## config.mk

```make
export PLATFORM = sky130hd
export DESIGN_NAME = pmu_dual_counter
export DESIGN_NICKNAME = d
export VERILOG_FILES = /design/src/rtl/pmu_pkg.sv /design/src/rtl/pmu_evt_pick.sv /design/src/rtl/pmu_count_reg.sv /design/src/rtl/pmu_ovf_fsm.sv /design/src/rtl/pmu_dual_counter.sv
export SDC_FILE = /design/constraint.sdc
export NUM_CORES = 1
export LEC_CHECK = 0
export BUFFER_PORTS_ARGS = -buffer_cell sky130_fd_sc_hd__buf_2
export CAP_MARGIN = 20
export CORE_ASPECT_RATIO = 1.25
export CORE_MARGIN = 2
export CORE_UTILIZATION = 41
export DETAILED_ROUTE_END_ITERATION = 16
export GPL_TIMING_DRIVEN = 0
export PLACE_DENSITY = 0.78
export SETUP_SLACK_MARGIN = 0.05
export SKIP_LAST_GASP = 1
export SYNTH_ARGS = -nofsm -noshare
export SYNTH_HDL_FRONTEND = slang
export SYNTH_SLANG_ARGS = --single-unit
```

## constraint.sdc

```tcl
create_clock -name clk -period 13.9 [get_ports clk]
set_clock_uncertainty 0.1 [all_clocks]
set_input_delay 2.085 -clock clk [delete_from_list [all_inputs] [get_ports clk]]
set_output_delay 2.085 -clock clk [all_outputs]
set_load 0.02 [all_outputs]
```

## src/rtl/pmu_pkg.sv

```systemverilog
package pmu_pkg;
    localparam int SEL_W  = 6;
    localparam int CTRL_W = SEL_W + 4;

    typedef struct packed {
        logic             ovf_en;
        logic             dur;
        logic             usr_en;
        logic             os_en;
        logic [SEL_W-1:0] sel;
    } pmu_ctrl_t;

    typedef enum logic {
        OVF_IDLE     = 1'b0,
        OVF_ASSERTED = 1'b1
    } ovf_state_e;
endpackage

```

## src/rtl/pmu_evt_pick.sv

```systemverilog
module pmu_evt_pick
    import pmu_pkg::*;
#(
    parameter int              NUM_EV     = 64,
    parameter logic [NUM_EV-1:0] VALID_MASK = '1
) (
    input  pmu_ctrl_t          ctrl,
    input  logic [1:0]         priv_lvl,
    input  logic [NUM_EV-1:0]  ev_vec,
    input  logic [NUM_EV-1:0]  pair_vec,
    output logic [1:0]         inc
);
    logic hit;
    logic both;
    logic priv_ok;

    always_comb begin
        hit     = ev_vec[ctrl.sel] & VALID_MASK[ctrl.sel];
        both    = pair_vec[ctrl.sel];
        priv_ok = (priv_lvl == 2'd3) ? ctrl.usr_en : ctrl.os_en;
        if (!(hit && priv_ok)) begin
            inc = 2'd0;
        end else if (ctrl.dur) begin
            inc = 2'd1;
        end else if (both) begin
            inc = 2'd2;
        end else begin
            inc = 2'd1;
        end
    end
endmodule

```

## src/rtl/pmu_count_reg.sv

```systemverilog
module pmu_count_reg #(
    parameter int CNT_W = 40
) (
    input  logic             clk,
    input  logic             rst_n,
    input  logic             wr_en,
    input  logic [CNT_W-1:0] wr_data,
    input  logic [1:0]       inc,
    output logic [CNT_W-1:0] cnt_q,
    output logic             wrap
);
    logic [CNT_W:0] sum;

    always_comb begin
        sum  = {1'b0, cnt_q} + {{(CNT_W-1){1'b0}}, inc};
        wrap = sum[CNT_W] & ~wr_en;
    end

    always_ff @(posedge clk) begin
        if (!rst_n) begin
            cnt_q <= '0;
        end else if (wr_en) begin
            cnt_q <= wr_data;
        end else begin
            cnt_q <= sum[CNT_W-1:0];
        end
    end
endmodule

```

## src/rtl/pmu_ovf_fsm.sv

```systemverilog
module pmu_ovf_fsm
    import pmu_pkg::*;
(
    input  logic clk,
    input  logic rst_n,
    input  logic set_req,
    input  logic clr_req,
    output logic pin
);
    ovf_state_e state_q;
    ovf_state_e state_d;

    always_ff @(posedge clk) begin
        if (!rst_n) begin
            state_q <= OVF_IDLE;
        end else begin
            state_q <= state_d;
        end
    end

    always_comb begin
        state_d = state_q;
        unique case (state_q)
            OVF_IDLE:     if (set_req && !clr_req) state_d = OVF_ASSERTED;
            OVF_ASSERTED: if (clr_req)             state_d = OVF_IDLE;
            default:      state_d = OVF_IDLE;
        endcase
    end

    always_comb begin
        unique case (state_q)
            OVF_ASSERTED: pin = 1'b1;
            default:      pin = 1'b0;
        endcase
    end
endmodule

```

## src/rtl/pmu_dual_counter.sv

```systemverilog
module pmu_dual_counter
    import pmu_pkg::*;
#(
    parameter int                         CNT_W       = 40,
    parameter logic [(1<<SEL_W)-1:0]      VALID0_MASK = {1'b0, {((1<<SEL_W)-1){1'b1}}},
    parameter logic [(1<<SEL_W)-1:0]      VALID1_MASK = {2'b10, {((1<<SEL_W)-2){1'b1}}}
) (
    input  logic                    clk,
    input  logic                    rst_n,
    input  logic [1:0]              priv_lvl,
    input  logic [(1<<SEL_W)-1:0]   ev0_vec,
    input  logic [(1<<SEL_W)-1:0]   pair0_vec,
    input  logic [(1<<SEL_W)-1:0]   ev1_vec,
    input  logic [(1<<SEL_W)-1:0]   pair1_vec,
    input  logic                    bus_wen,
    input  logic [1:0]              bus_addr,
    input  logic [CNT_W-1:0]        bus_wdata,
    output logic [CNT_W-1:0]        bus_rdata,
    output logic [1:0]              ovf_pin
);
    localparam int NUM_EV   = 1 << SEL_W;
    localparam int NUM_CNT  = 2;
    localparam int C1_LSB   = 16;
    localparam int CTRL_TOP = C1_LSB + CTRL_W;

    localparam logic [1:0] A_CTRL = 2'd0;
    localparam logic [1:0] A_CNT0 = 2'd1;
    localparam logic [1:0] A_CNT1 = 2'd2;

    logic [NUM_CNT-1:0][NUM_EV-1:0] ev_all;
    logic [NUM_CNT-1:0][NUM_EV-1:0] pair_all;
    pmu_ctrl_t [NUM_CNT-1:0]        ctrl_q;
    pmu_ctrl_t [NUM_CNT-1:0]        ctrl_wr;
    logic [NUM_CNT-1:0][CNT_W-1:0]  cnt_val;
    logic [NUM_CNT-1:0]             cnt_wr;
    logic [NUM_CNT-1:0]             ovf_en_q;
    logic [NUM_CNT-1:0]             dur_q;
    logic [NUM_CNT-1:0]             cnt_en_q;
    logic                           ctrl_we;

    assign ev_all[0]   = ev0_vec;
    assign ev_all[1]   = ev1_vec;
    assign pair_all[0] = pair0_vec;
    assign pair_all[1] = pair1_vec;

    assign ctrl_we    = bus_wen && (bus_addr == A_CTRL);
    assign cnt_wr[0]  = bus_wen && (bus_addr == A_CNT0);
    assign cnt_wr[1]  = bus_wen && (bus_addr == A_CNT1);
    assign ctrl_wr[0] = bus_wdata[CTRL_W-1:0];
    assign ctrl_wr[1] = bus_wdata[C1_LSB+CTRL_W-1:C1_LSB];

    always_ff @(posedge clk) begin
        if (!rst_n) begin
            ctrl_q <= '0;
        end else if (ctrl_we) begin
            ctrl_q <= ctrl_wr;
        end
    end

    for (genvar g = 0; g < NUM_CNT; g++) begin : g_cnt
        localparam logic [NUM_EV-1:0] MASK = (g == 0) ? VALID0_MASK : VALID1_MASK;
        logic [1:0] inc;
        logic       wrap;
        logic       clr;

        pmu_evt_pick #(
            .NUM_EV     (NUM_EV),
            .VALID_MASK (MASK)
        ) u_pick (
            .ctrl     (ctrl_q[g]),
            .priv_lvl (priv_lvl),
            .ev_vec   (ev_all[g]),
            .pair_vec (pair_all[g]),
            .inc      (inc)
        );

        pmu_count_reg #(
            .CNT_W (CNT_W)
        ) u_cnt (
            .clk     (clk),
            .rst_n   (rst_n),
            .wr_en   (cnt_wr[g]),
            .wr_data (bus_wdata),
            .inc     (inc),
            .cnt_q   (cnt_val[g]),
            .wrap    (wrap)
        );

        assign clr = cnt_wr[g] || (ctrl_we && !ctrl_wr[g].ovf_en);

        pmu_ovf_fsm u_ovf (
            .clk     (clk),
            .rst_n   (rst_n),
            .set_req (wrap && ctrl_q[g].ovf_en),
            .clr_req (clr),
            .pin     (ovf_pin[g])
        );

        assign ovf_en_q[g] = ctrl_q[g].ovf_en;
        assign dur_q[g]    = ctrl_q[g].dur;
        assign cnt_en_q[g] = ctrl_q[g].os_en | ctrl_q[g].usr_en;
    end

    always_comb begin
        bus_rdata = '0;
        unique case (bus_addr)
            A_CTRL: begin
                bus_rdata[CTRL_W-1:0]        = ctrl_q[0];
                bus_rdata[CTRL_TOP-1:C1_LSB] = ctrl_q[1];
            end
            A_CNT0:  bus_rdata = cnt_val[0];
            A_CNT1:  bus_rdata = cnt_val[1];
            default: bus_rdata = '0;
        endcase
    end
endmodule

```

==> results by group, run 1 <==
Floorplan
  • Row cnt: 57
  • Die height: 162 um
  • Die X: ~130 um
  • Core box area: roughly 20000 um^2
  • Die Area: 21200 um^2
  • I/O pin total: approximately 350
  • Initial Util: 0.421

Clock tree
  • CTS max path bufs: 2
  • Clock Tree Root: clkbuf_16
  • TritonCTS buffer count: 9
  • Post-CTS sizing: 0
  • Worst-skew pair later-pin latency: 0.35 ns
  • Clock tree sinks: ~100
  • Cts-stage hold buffer count: 0
  • Setup Fix Bufs, Post-CTS: 0
  • CTS tree: done
  • H-tree depth: 3
  • Clock-pin slew on the worst setup and hold paths: 0.07 ns

GRT
  • Number of global-route vias before repair: ~9600
  • Global-route wire length before repair: slightly above 50000 um
  • Grt ovf: 0
  • Initial antenna violation count: 5
  • Largest net degree at the start of global routing: 18
  • GRT Overall Usage: 0.318

STA
  • Setup TNS: 0 ns
  • Fin. max-slew vios: 0
  • Rel. slew slack: 0.459
  • Worst slew pin tran: 0.812 ns
  • Setup violations, final: 0
  • Setup ws final: about 7.5 ns
  • Final Cycle Share: 0.462
  • Final Hold Fails: 0
  • Post-layout min period: 6.42 ns
  • RSZ-0062 raised after global routing: false
  • Maximum clock frequency: around 0.16 GHz

Min path
  • Hold_sp: ctrl_q[16]
  • Hold WC Path Type: reg2reg

Worst setup path
  • Slowest library cell on the worst path: mux4_2
  • Worst setup path start: pair1_vec[51]
  • Worst Path Arrival: roughly 6.5 ns
  • Cells along the critical path: buf_2, mux4_2, mux4_2, o22ai_1, nor4_1, a211oi_1, ha_1, inv_1, fa_1, and3b_1, nand4_1, clkbuf_1, nor4_1, xnor2_1, a21oi_1
  • CP startpoint kind: primary input
  • CP endpoint kind: flip-flop
  • Largest stage delay, worst path: between 0.4 and 0.5 ns
  • Crit Path Class: in2reg
  • Worst r2r src: ctrl_q[11]
  • WP data required: ~14 ns
  • Critical path fanouts, max: 10

Placed design
  • Routability cong.: between 0.9 and 1
  • DP Worst Slack: 7.22 ns
  • I/O Buffers: between 300 and 400
  • Post-DP Area: 10300 um^2
  • DP Wirelength: about 28000 um

Power
  • Total Power Consumption: slightly below 800 uW
  • Pwr/cell area: about 73 nW/um^2
  • Leak Pwr: 0.00398 uW
  • Max VDD drop: between 0.00005 and 0.00006 V

Flow run
  • # Max-Cap Violations: 0

Logic synthesis
  • YS warnings: 0
  • Post-synthesis simple-gate area fraction: 0.215
  • Mux share of post-synthesis cell area: 0.210
  • #FFs+latches synth: approximately 100
  • Distinct cells, synth: 62
  • Post-Synth Adder-Cell Area: 0.0170
  • Synth top area cells: dfxtp_1 (25%), mux4_2 (15%), nand2_1 (4.0%)
  • Top-count cell post-synth: dfxtp_1
  • Syn_nets: between 1000 and 1500
  • Main combinational cell family by area after synthesis: simple AND/OR/NAND/NOR gates
  • Syn Area/Cell: just under 9 um^2
  • Commonest cells in the netlist: dfxtp_1 (104), nand2_1 (87), nor2_1 (79)
  • Syn Std Cell Area: 8230 um^2
  • Post-synth top area cell: dfxtp_1
  • Post-synthesis sequential area ratio: 0.253
  • Asr flop ratio synth: 0
  • Synth Area in Compound Gates: 0.196
  • Number of enable flip-flop cells after synthesis: 0
  • Synth Area in XOR/XNOR: 0.0543
  • Synth Instances: 949
  • Top-area cell type share of the netlist area: 0.253
  • Commonest register cell after synthesis: dfxtp_1

Route
  • WL per Instance: between 20 and 25 um
  • Total number of vias: around 10000
  • Via density: around 6.2
  • Starting DRT DRC Count: a little over 900
  • DRC violations left: 0
  • ANT nets after route: 0
  • Pre-antenna DRT Iters: 7
  • Total wire length: ~35000 um

Cells and area
  • Share of cells above drive strength 1: 0.354
  • Number of fill cells in the layout: around 1900
  • Final instance area: 10600 um^2
  • Final net count: between 1500 and 2000
  • Layout area overhead: 28.9%

Outcome
  • Outcome: completed
-- final timing paths --
check | end | slack, ns | cells past startpoint
setup / recovery | g_cnt[1].u_cnt.cnt_q[32] | 7.48 | 15
hold / removal | ctrl_q[16] | 0.38 | 2
setup reg to reg | g_cnt[1].u_cnt.cnt_q[32] | 8.42 | 17
hold reg to reg | ctrl_q[16] | 0.38 | 2
-- state kept, by name, summed over array words and instances (netlist names), named ones only --
| name | cells |
|---|---|
| g_cnt.u_cnt.cnt_q | 80 |
| g_cnt.u_ovf.state_q | 2 |
| ctrl_q | 20 |
-- critical path, delay by kind of cell --
family / cells / cell delay [ns]
adder cells (fa/ha/maj): 2 / 0.68
AO/OA/AOI/OAI: 3 / 0.59
multiplexers: 2 / 0.98
XOR/XNOR: 1 / 0.17
buffers and inverters: 3 / 0.62
AND/OR/NAND/NOR: 4 / 1.40
-- report_power, final --
group          switching, uW  internal, uW
clock network            121           145
logic                   89.1          87.9
registers               21.1           312
total                    231           546
-- layout make-up --
class                           instances  area [um^2]  share of cell area
Antenna cell                            5         12.5             0.00118
Buffer                                 82          365              0.0345
Clock buffer                           10          239              0.0225
Clock inverter                          6         68.8             0.00649
Inverter                               21         78.8             0.00744
Multi-Input combinational cell        742         5700               0.538
Sequential cell                       104         2080               0.196
Tap cell                              265          332              0.0313
Timing Repair Buffer                  344         1720               0.162
-- routing by layer --
metal / global-route usage / part of all wire / up-vias
met1: 0.388 / 0.36 / 4615
met5: 0 / 0 / -
met4: 0.175 / 0.052 / 0
met3: 0.0614 / 0.10 / 164
met2: 0.525 / 0.48 / 688
li1: - / - / 4369
-- kinds of logic (layout without fill, tap and decap cells) --
logic type                 count (synthesis)  count (layout)
and+or+nand+nor                          343             343
muxes                                    101             101
adders and majority gates                 10              10
DFF                                      104             104
xor gates and xnor gates                  51              51
buffers and inverters                    103             463
AOI/OAI and AO/OA                        237             237
other                                      0               5
-- metrics by stage --
stage          utilization  cells  hold WS (ns)
3_3_place_gp         0.526   1558         0.360
4_1_cts              0.542   1574         0.377
5_1_grt              0.542   1579         0.410
2_1_floorplan            -    949         0.344
6_report             0.542   1579         0.384
3_5_place_dp         0.526   1558         0.363
-- layout by cell type, fill, tap and decap left out, types with 4 or more instances in the layout --
cell type  instances
o22ai_1            8
nor4_1            21
a22o_1             4
and4_1            11
and2_1             6
or3_1             10
a22oi_1           24
mux4_2            56
ha_1               8
a2bb2oi_1          5
a21oi_1           44
clkbuf_16          9
o31ai_1           13
nand3_1           29
buf_1              9
dfxtp_1          104
buf_4              7
buf_2            356
a211oi_1          32
nor2b_1           24
o21ai_0           48
mux2_2            14
nand2_1           87
a222oi_1          20
xor2_1            14
nor2_1            79
or4_1             17
clkbuf_1          51
diode_2            5
xnor2_1           37
inv_1             20
nor3_1             8
mux2i_1           31
nand4_1           23
and3_1             9
a31oi_1           15
a311oi_1          12
Note: power is estimated with default switching activity, not from simulation.
==> run 2: changes to the inputs <==
--- a/config.mk
+++ b/config.mk
@@ -5,6 +5,7 @@
 export SDC_FILE = /design/constraint.sdc
 export NUM_CORES = 1
 export LEC_CHECK = 0
+export ABC_AREA = 1
 export BUFFER_PORTS_ARGS = -buffer_cell sky130_fd_sc_hd__buf_2
 export CAP_MARGIN = 20
 export CORE_ASPECT_RATIO = 1.25
@@ -12,7 +13,7 @@
 export CORE_UTILIZATION = 41
 export DETAILED_ROUTE_END_ITERATION = 16
 export GPL_TIMING_DRIVEN = 0
-export PLACE_DENSITY = 0.78
+export PLACE_DENSITY = 0.76
 export SETUP_SLACK_MARGIN = 0.05
 export SKIP_LAST_GASP = 1
 export SYNTH_ARGS = -nofsm -noshare
==> constraint.sdc (replaced) <==
create_clock -name clk -period 6.4 [get_ports clk]
set_clock_uncertainty 0.1 [all_clocks]
set_input_delay 0.96 -clock clk [delete_from_list [all_inputs] [get_ports clk]]
set_output_delay 0.96 -clock clk [all_outputs]
set_load 0.02 [all_outputs]
==> results by group, run 2 <==
Outcome
  • Outcome: completed

Clock tree
  • Setup Fix Bufs, Post-CTS: 0
  • Cts-stage hold buffer count: 0
  • Post-CTS sizing: 0
  • Worst-skew pair later-pin latency: approximately 0.36 ns
  • Clock Tree Root: clkbuf_16
  • Clock-pin slew on the worst setup and hold paths: ~0.080 ns
  • TritonCTS buffer count: 9
  • H-tree depth: 3
  • CTS tree: done
  • Clock tree sinks: approximately 100
  • CTS max path bufs: 2

Worst setup path
  • CP startpoint kind: flip-flop
  • Worst Path Arrival: around 4.3 ns
  • WP data required: 6.56 ns
  • CP endpoint kind: flip-flop
  • Critical path fanouts, max: 10
  • R2R depth: 22
  • Crit Path Class: reg2reg

Logic synthesis
  • Commonest cells in the netlist: nand2_1 (618), nand3_1 (304), inv_1 (183)
  • Synth Instances: around 1800
  • Commonest register cell after synthesis: dfxtp_1
  • Syn Area/Cell: approximately 5.5 um^2
  • Syn_nets: 2088
  • Post-synthesis sequential area ratio: 0.212
  • Top-count cell post-synth: nand2_1
  • Synth top area cells: nand2_1 (24%), dfxtp_1 (21%), nand3_1 (16%)
  • Number of enable flip-flop cells after synthesis: 0
  • YS warnings: 0
  • Asr flop ratio synth: 0
  • Top-area cell type share of the netlist area: 0.237
  • #FFs+latches synth: about 100
  • Syn Std Cell Area: approximately 9800 um^2
  • Post-synth top area cell: nand2_1
  • Distinct cells, synth: 47

Cells and area
  • Final net count: around 2400
  • Layout area overhead: 24.4%
  • Biggest regs: g_cnt.u_cnt.cnt_q x80, ctrl_q x20, g_cnt.u_ovf.state_q x2
  • Post-layout util: 0.516
  • Commonest cells after routing, fill and taps aside: nand2_1 (618), buf_2 (388), nand3_1 (304), inv_1 (183), nor2_1 (115)
  • Reg with most FFs: g_cnt.u_cnt.cnt_q
  • Commonest non-fill, non-tap cell in the layout: nand2_1
  • Post-Layout Cell Count: around 2400
  • Share of cells above drive strength 1: 0.217
  • Flip-flop count of the largest register after layout: 80
  • Number of fill cells in the layout: 2586

STA
  • Hold WS: 0.363 ns
  • Worst slew pin tran: about 0.80 ns
  • Maximum clock frequency: ~0.24 GHz
  • Final Hold Fails: 0
  • Final Cycle Share: 0.650
  • Fin. max-slew vios: 0
  • Post-layout min period: between 4 and 5 ns
  • Setup ws final: approximately 2.2 ns
  • Setup TNS: 0 ns
  • Setup violations, final: 0
  • Rel. slew slack: 0.466
  • RSZ-0062 raised after global routing: false

Route
  • Via density: about 5.4
  • Total wire length: about 46000 um
  • Pre-antenna DRT Iters: 7
  • Total number of vias: approximately 13000
  • DRC violations left: 0
  • WL per Instance: around 19 um
  • Starting DRT DRC Count: between 1000 and 1500
  • ANT nets after route: 0

Flow run
  • # Max-Cap Violations: 0

GRT
  • Grt ovf: 0
  • GRT Overall Usage: 0.353
  • Number of global-route vias before repair: 12300
  • Global-route wire length before repair: just under 70000 um
  • Largest net degree at the start of global routing: 18
  • Initial antenna violation count: 5

Floorplan
  • Die height: around 180 um
  • Die X: between 100 and 150 um
  • Core box area: 23600 um^2
  • Initial Util: 0.415
  • I/O pin total: 345
  • Die Area: approximately 25000 um^2
  • Row cnt: 63

Placed design
  • DP Wirelength: between 30000 and 40000 um
  • Routability cong.: 1.01
  • DP Worst Slack: about 2.1 ns
  • I/O Buffers: 344
  • # placed instances: 2411

Min path
  • Worst hold path depth: 2
  • Hold WC Path Type: reg2reg

Power
  • Max VDD drop: around 0.00015 V
  • Leak Pwr: 0.00642 uW
  • Pwr/cell area: between 100 and 150 nW/um^2
run 2: cell count changes in the layout (fill, tap and decap cells not counted), moves of 30 or more:
cell      before  now
mux4_2        56    0
inv_1         20  183
a211oi_1      32    2
buf_2        356  388
a21oi_1       44   83
nor2_1        79  115
nand2_1       87  618
mux2i_1       31    0
nand3_1       29  304
run 2: critical path, stage by stage (launching register included):
cell and delay, ns:
dfxtp_1 0.31, buf_2 0.20, clkbuf_1 0.44, nand3_1 0.22
nand3_1 0.11, nand2_1 0.05, nand2_1 0.05, nand3_1 0.07
nand3_1 0.11, a21oi_1 0.08, nor2_1 0.10, ha_1 0.25
inv_1 0.11, fa_1 0.41, inv_1 0.15, nand3_2 0.13
nor2_4 0.21, nand4_2 0.17, nor2_2 0.29, nand2_1 0.12
xnor2_1 0.18, o21ai_1 0.14, inv_1 0.05
run 2: area by class of cell:
type	instances	area, um^2	share of cell area
clock buffers	11	233	0.0191
clock inverters	5	65.1	0.00533
well taps	292	365	0.0299
multi-input cells	1376	6520	0.534
plain buffers	98	460	0.0377
inverters	197	742	0.0608
diodes	5	12.5	0.00103
repair buffers	344	1720	0.141
flip-flops and latches	104	2080	0.171
run 2: worst paths after layout:
| kind | from | endpoint | slack (ns) |
|---|---|---|---|
| hold / removal | g_cnt[0].u_ovf.state_q | g_cnt[0].u_ovf.state_q | 0.36 |
| setup / recovery | ctrl_q[1] | g_cnt[0].u_cnt.cnt_q[32] | 2.24 |
| hold reg to reg | g_cnt[0].u_ovf.state_q | g_cnt[0].u_ovf.state_q | 0.36 |
| setup reg to reg | ctrl_q[1] | g_cnt[0].u_cnt.cnt_q[32] | 2.24 |
run 2: cells by family after synthesis:
kind of cell	after synthesis	synth area share
DFF	104	0.212
buffers and inverters	295	0.123
adders and majority gates	10	0.0143
AOI/OAI and AO/OA	190	0.105
and+or+nand+nor	1140	0.514
xor gates and xnor gates	36	0.0321
run 2: metrics by stage:
stage | total power, uW | cell area (um^2)
floorplan | 1020 | 9810
global placement | 1250 | 11900
detailed placement | 1250 | 11900
CTS | 1810 | 12200
global route | 1910 | 12200
finish | 1820 | 12200
run 2: power by group:
part / switching, uW / leakage (uW) / internal, uW
combinational: 320 / 0.00543 / 198
sequential: 46.3 / 0.000851 / 681
clock: 267 / 0.000144 / 308
run 2: routing by layer:
metal  global-route usage  routed length (um)  up-vias
li1                     -                   -     6415
met1                0.406               17800     5863
met2                0.624               22300      709
met3               0.0533                3360      140
met4                0.196                2690        0
met5                    0                   0        -
==> run 3: changes to the inputs <==
--- a/config.mk
+++ b/config.mk
@@ -13,7 +13,7 @@
 export CORE_UTILIZATION = 41
 export DETAILED_ROUTE_END_ITERATION = 16
 export GPL_TIMING_DRIVEN = 0
-export PLACE_DENSITY = 0.76
+export PLACE_DENSITY = 0.78
 export SETUP_SLACK_MARGIN = 0.05
 export SKIP_LAST_GASP = 1
 export SYNTH_ARGS = -nofsm -noshare
==> constraint.sdc (replaced) <==
create_clock -name clk -period 3.8 [get_ports clk]
set_clock_uncertainty 0.1 [all_clocks]
set_input_delay 0.57 -clock clk [delete_from_list [all_inputs] [get_ports clk]]
set_output_delay 0.57 -clock clk [all_outputs]
set_load 0.02 [all_outputs]
==> results by group, run 3 (synthesis results as in run 2) <==
Flow run
  • # Max-Cap Violations: 0

Worst setup path
  • Slowest library cell on the worst path: fa_2
  • R2r endpoint: g_cnt[0].u_cnt.cnt_q[26]
  • WP data required: approximately 4 ns
  • Critical path fanouts, max: 10
  • CP dominant cell by count: nand2_1
  • R2R Setup Slk: around 0.22 ns
  • CP startpoint kind: flip-flop
  • Largest stage delay, worst path: roughly 0.42 ns
  • R2R depth: 26
  • Crit Path Class: reg2reg
  • Worst Path Arrival: between 3 and 4 ns
  • Worst r2r src: ctrl_q[0]
  • CP endpoint kind: flip-flop

Floorplan
  • I/O pin total: 345
  • Die Area: between 20000 and 30000 um^2
  • Core box area: 23600 um^2
  • Row cnt: between 60 and 70
  • Die X: 142 um
  • Initial Util: 0.415
  • Die height: approximately 180 um

Clock tree
  • H-tree depth: 3
  • Clock-pin slew on the worst setup and hold paths: around 0.08 ns
  • TritonCTS buffer count: 9
  • CTS tree: done
  • CTS max path bufs: 2
  • Clock Tree Root: clkbuf_16
  • Clock tree sinks: approximately 100
  • Worst-skew pair later-pin latency: roughly 0.37 ns

Power
  • Leak Pwr: roughly 0.0066 uW
  • Max VDD drop: 0.000222 V
  • Pwr/cell area: about 260 nW/um^2

Min path
  • Worst hold path depth: 2
  • Hold EP: g_cnt[0].u_ovf.state_q
  • Hold WC Path Type: reg2reg
  • Hold_sp: g_cnt[0].u_ovf.state_q

Route
  • Total wire length: around 47000 um
  • ANT nets after route: 0
  • Pre-antenna DRT Iters: 6
  • WL per Instance: ~19 um
  • Total number of vias: 13200
  • Via density: approximately 5.4
  • Starting DRT DRC Count: between 900 and 1000
  • DRC violations left: 0

STA
  • Hold WS: 0.379 ns
  • Final Cycle Share: 0.942
  • Worst slew pin tran: slightly above 0.8 ns
  • Setup TNS: 0 ns
  • Post-layout min period: about 3.6 ns
  • Setup violations, final: 0
  • Maximum clock frequency: 0.279 GHz
  • Fin. max-slew vios: 0
  • Final Hold Fails: 0
  • RSZ-0062 raised after global routing: false
  • Rel. slew slack: 0.449

GRT
  • Number of global-route vias before repair: 12200
  • Global-route wire length before repair: ~68000 um
  • GRT Overall Usage: 0.355
  • Initial antenna violation count: 7
  • Largest net degree at the start of global routing: 18
  • Grt ovf: 0

Placed design
  • DP Wirelength: about 38000 um
  • Post-DP Area: between 10000 and 15000 um^2
  • I/O Buffers: 344
  • Routability cong.: 1.00

Cells and area
  • Reg with most FFs: g_cnt.u_cnt.cnt_q
  • Number of fill cells in the layout: ~2600
  • Final instance area: 12600 um^2
  • Commonest cells after routing, fill and taps aside: nand2_1 (616), buf_2 (373), nand3_1 (294), inv_1 (180), nor2_1 (115)
  • Final net count: around 2500
  • Layout area overhead: 28.9%
  • Flip-flop count of the largest register after layout: 80
  • Biggest regs: g_cnt.u_cnt.cnt_q x80, ctrl_q x20, g_cnt.u_ovf.state_q x2
  • Commonest non-fill, non-tap cell in the layout: nand2_1
  • Share of cells above drive strength 1: 0.237

Outcome
  • Outcome: completed
run 3: worst max-delay path: cells and delay by family (launching register included):
kind	cells	cell delay, ns
flip-flops	1	0.38
adder cells (fa/ha/maj)	2	0.66
AO/OA/AOI/OAI	2	0.22
buffers and inverters	7	0.65
AND/OR/NAND/NOR	15	1.47
run 3: final cells by class:
class	instances	area, um^2	share of cell area
Sequential cell	104	2090	0.165
Clock buffer	10	239	0.0189
Antenna cell	8	20.0	0.00158
Clock inverter	6	115	0.00911
Inverter	197	749	0.0593
Tap cell	292	365	0.0289
Buffer	98	551	0.0436
Multi-Input combinational cell	1376	6640	0.525
Timing Repair Buffer	361	1870	0.148
run 3: where the power goes:
part	switching, uW	internal (uW)
clock network	470	667
registers	78.3	1150
logic	552	352
total	1100	2170
run 3: through the flow:
step                      total power [uW]  setup WS (ns)  std cells   util
after floorplan                       1710          0.667       1775      -
after global placement                2090         -0.331       2411  0.503
after detailed placement              2100         -0.301       2411  0.503
after CTS                             3220         0.0559       2430  0.521
after global routing                  3390         0.0353       2451  0.534
final                                 3270          0.222       2452  0.534
run 3: how the worst max path moves through the flow:
| stage | from | endpoint | slack (ns) |
|---|---|---|---|
| after detailed placement | ctrl_q[2] | g_cnt[0].u_cnt.cnt_q[24] | -0.30 |
| after global routing | ctrl_q[0] | g_cnt[0].u_cnt.cnt_q[18] | 0.04 |
| after global placement | ctrl_q[2] | g_cnt[0].u_cnt.cnt_q[24] | -0.33 |
| after CTS | ctrl_q[1] | g_cnt[0].u_cnt.cnt_q[26] | 0.06 |
| final | ctrl_q[0] | g_cnt[0].u_cnt.cnt_q[26] | 0.22 |
| after floorplan | ctrl_q[2] | g_cnt[0].u_cnt.cnt_q[32] | 0.67 |
run 3: layer usage:
layer / GRT usage / share of wire / up-vias
li1: - / - / 6441
met1: 0.404 / 0.39 / 5945
met2: 0.616 / 0.48 / 630
met3: 0.0560 / 0.066 / 155
met4: 0.224 / 0.068 / 0
met5: 0 / 0 / -
run 3: repair_timing:
item,4_1_cts,5_1_grt
hold endpoints to repair,0,0
setup endpoints to repair,11,26
pin swaps,3,16
resized for setup,18,59
hold buffers,0,0
cloned,0,1
setup buffers,3,13
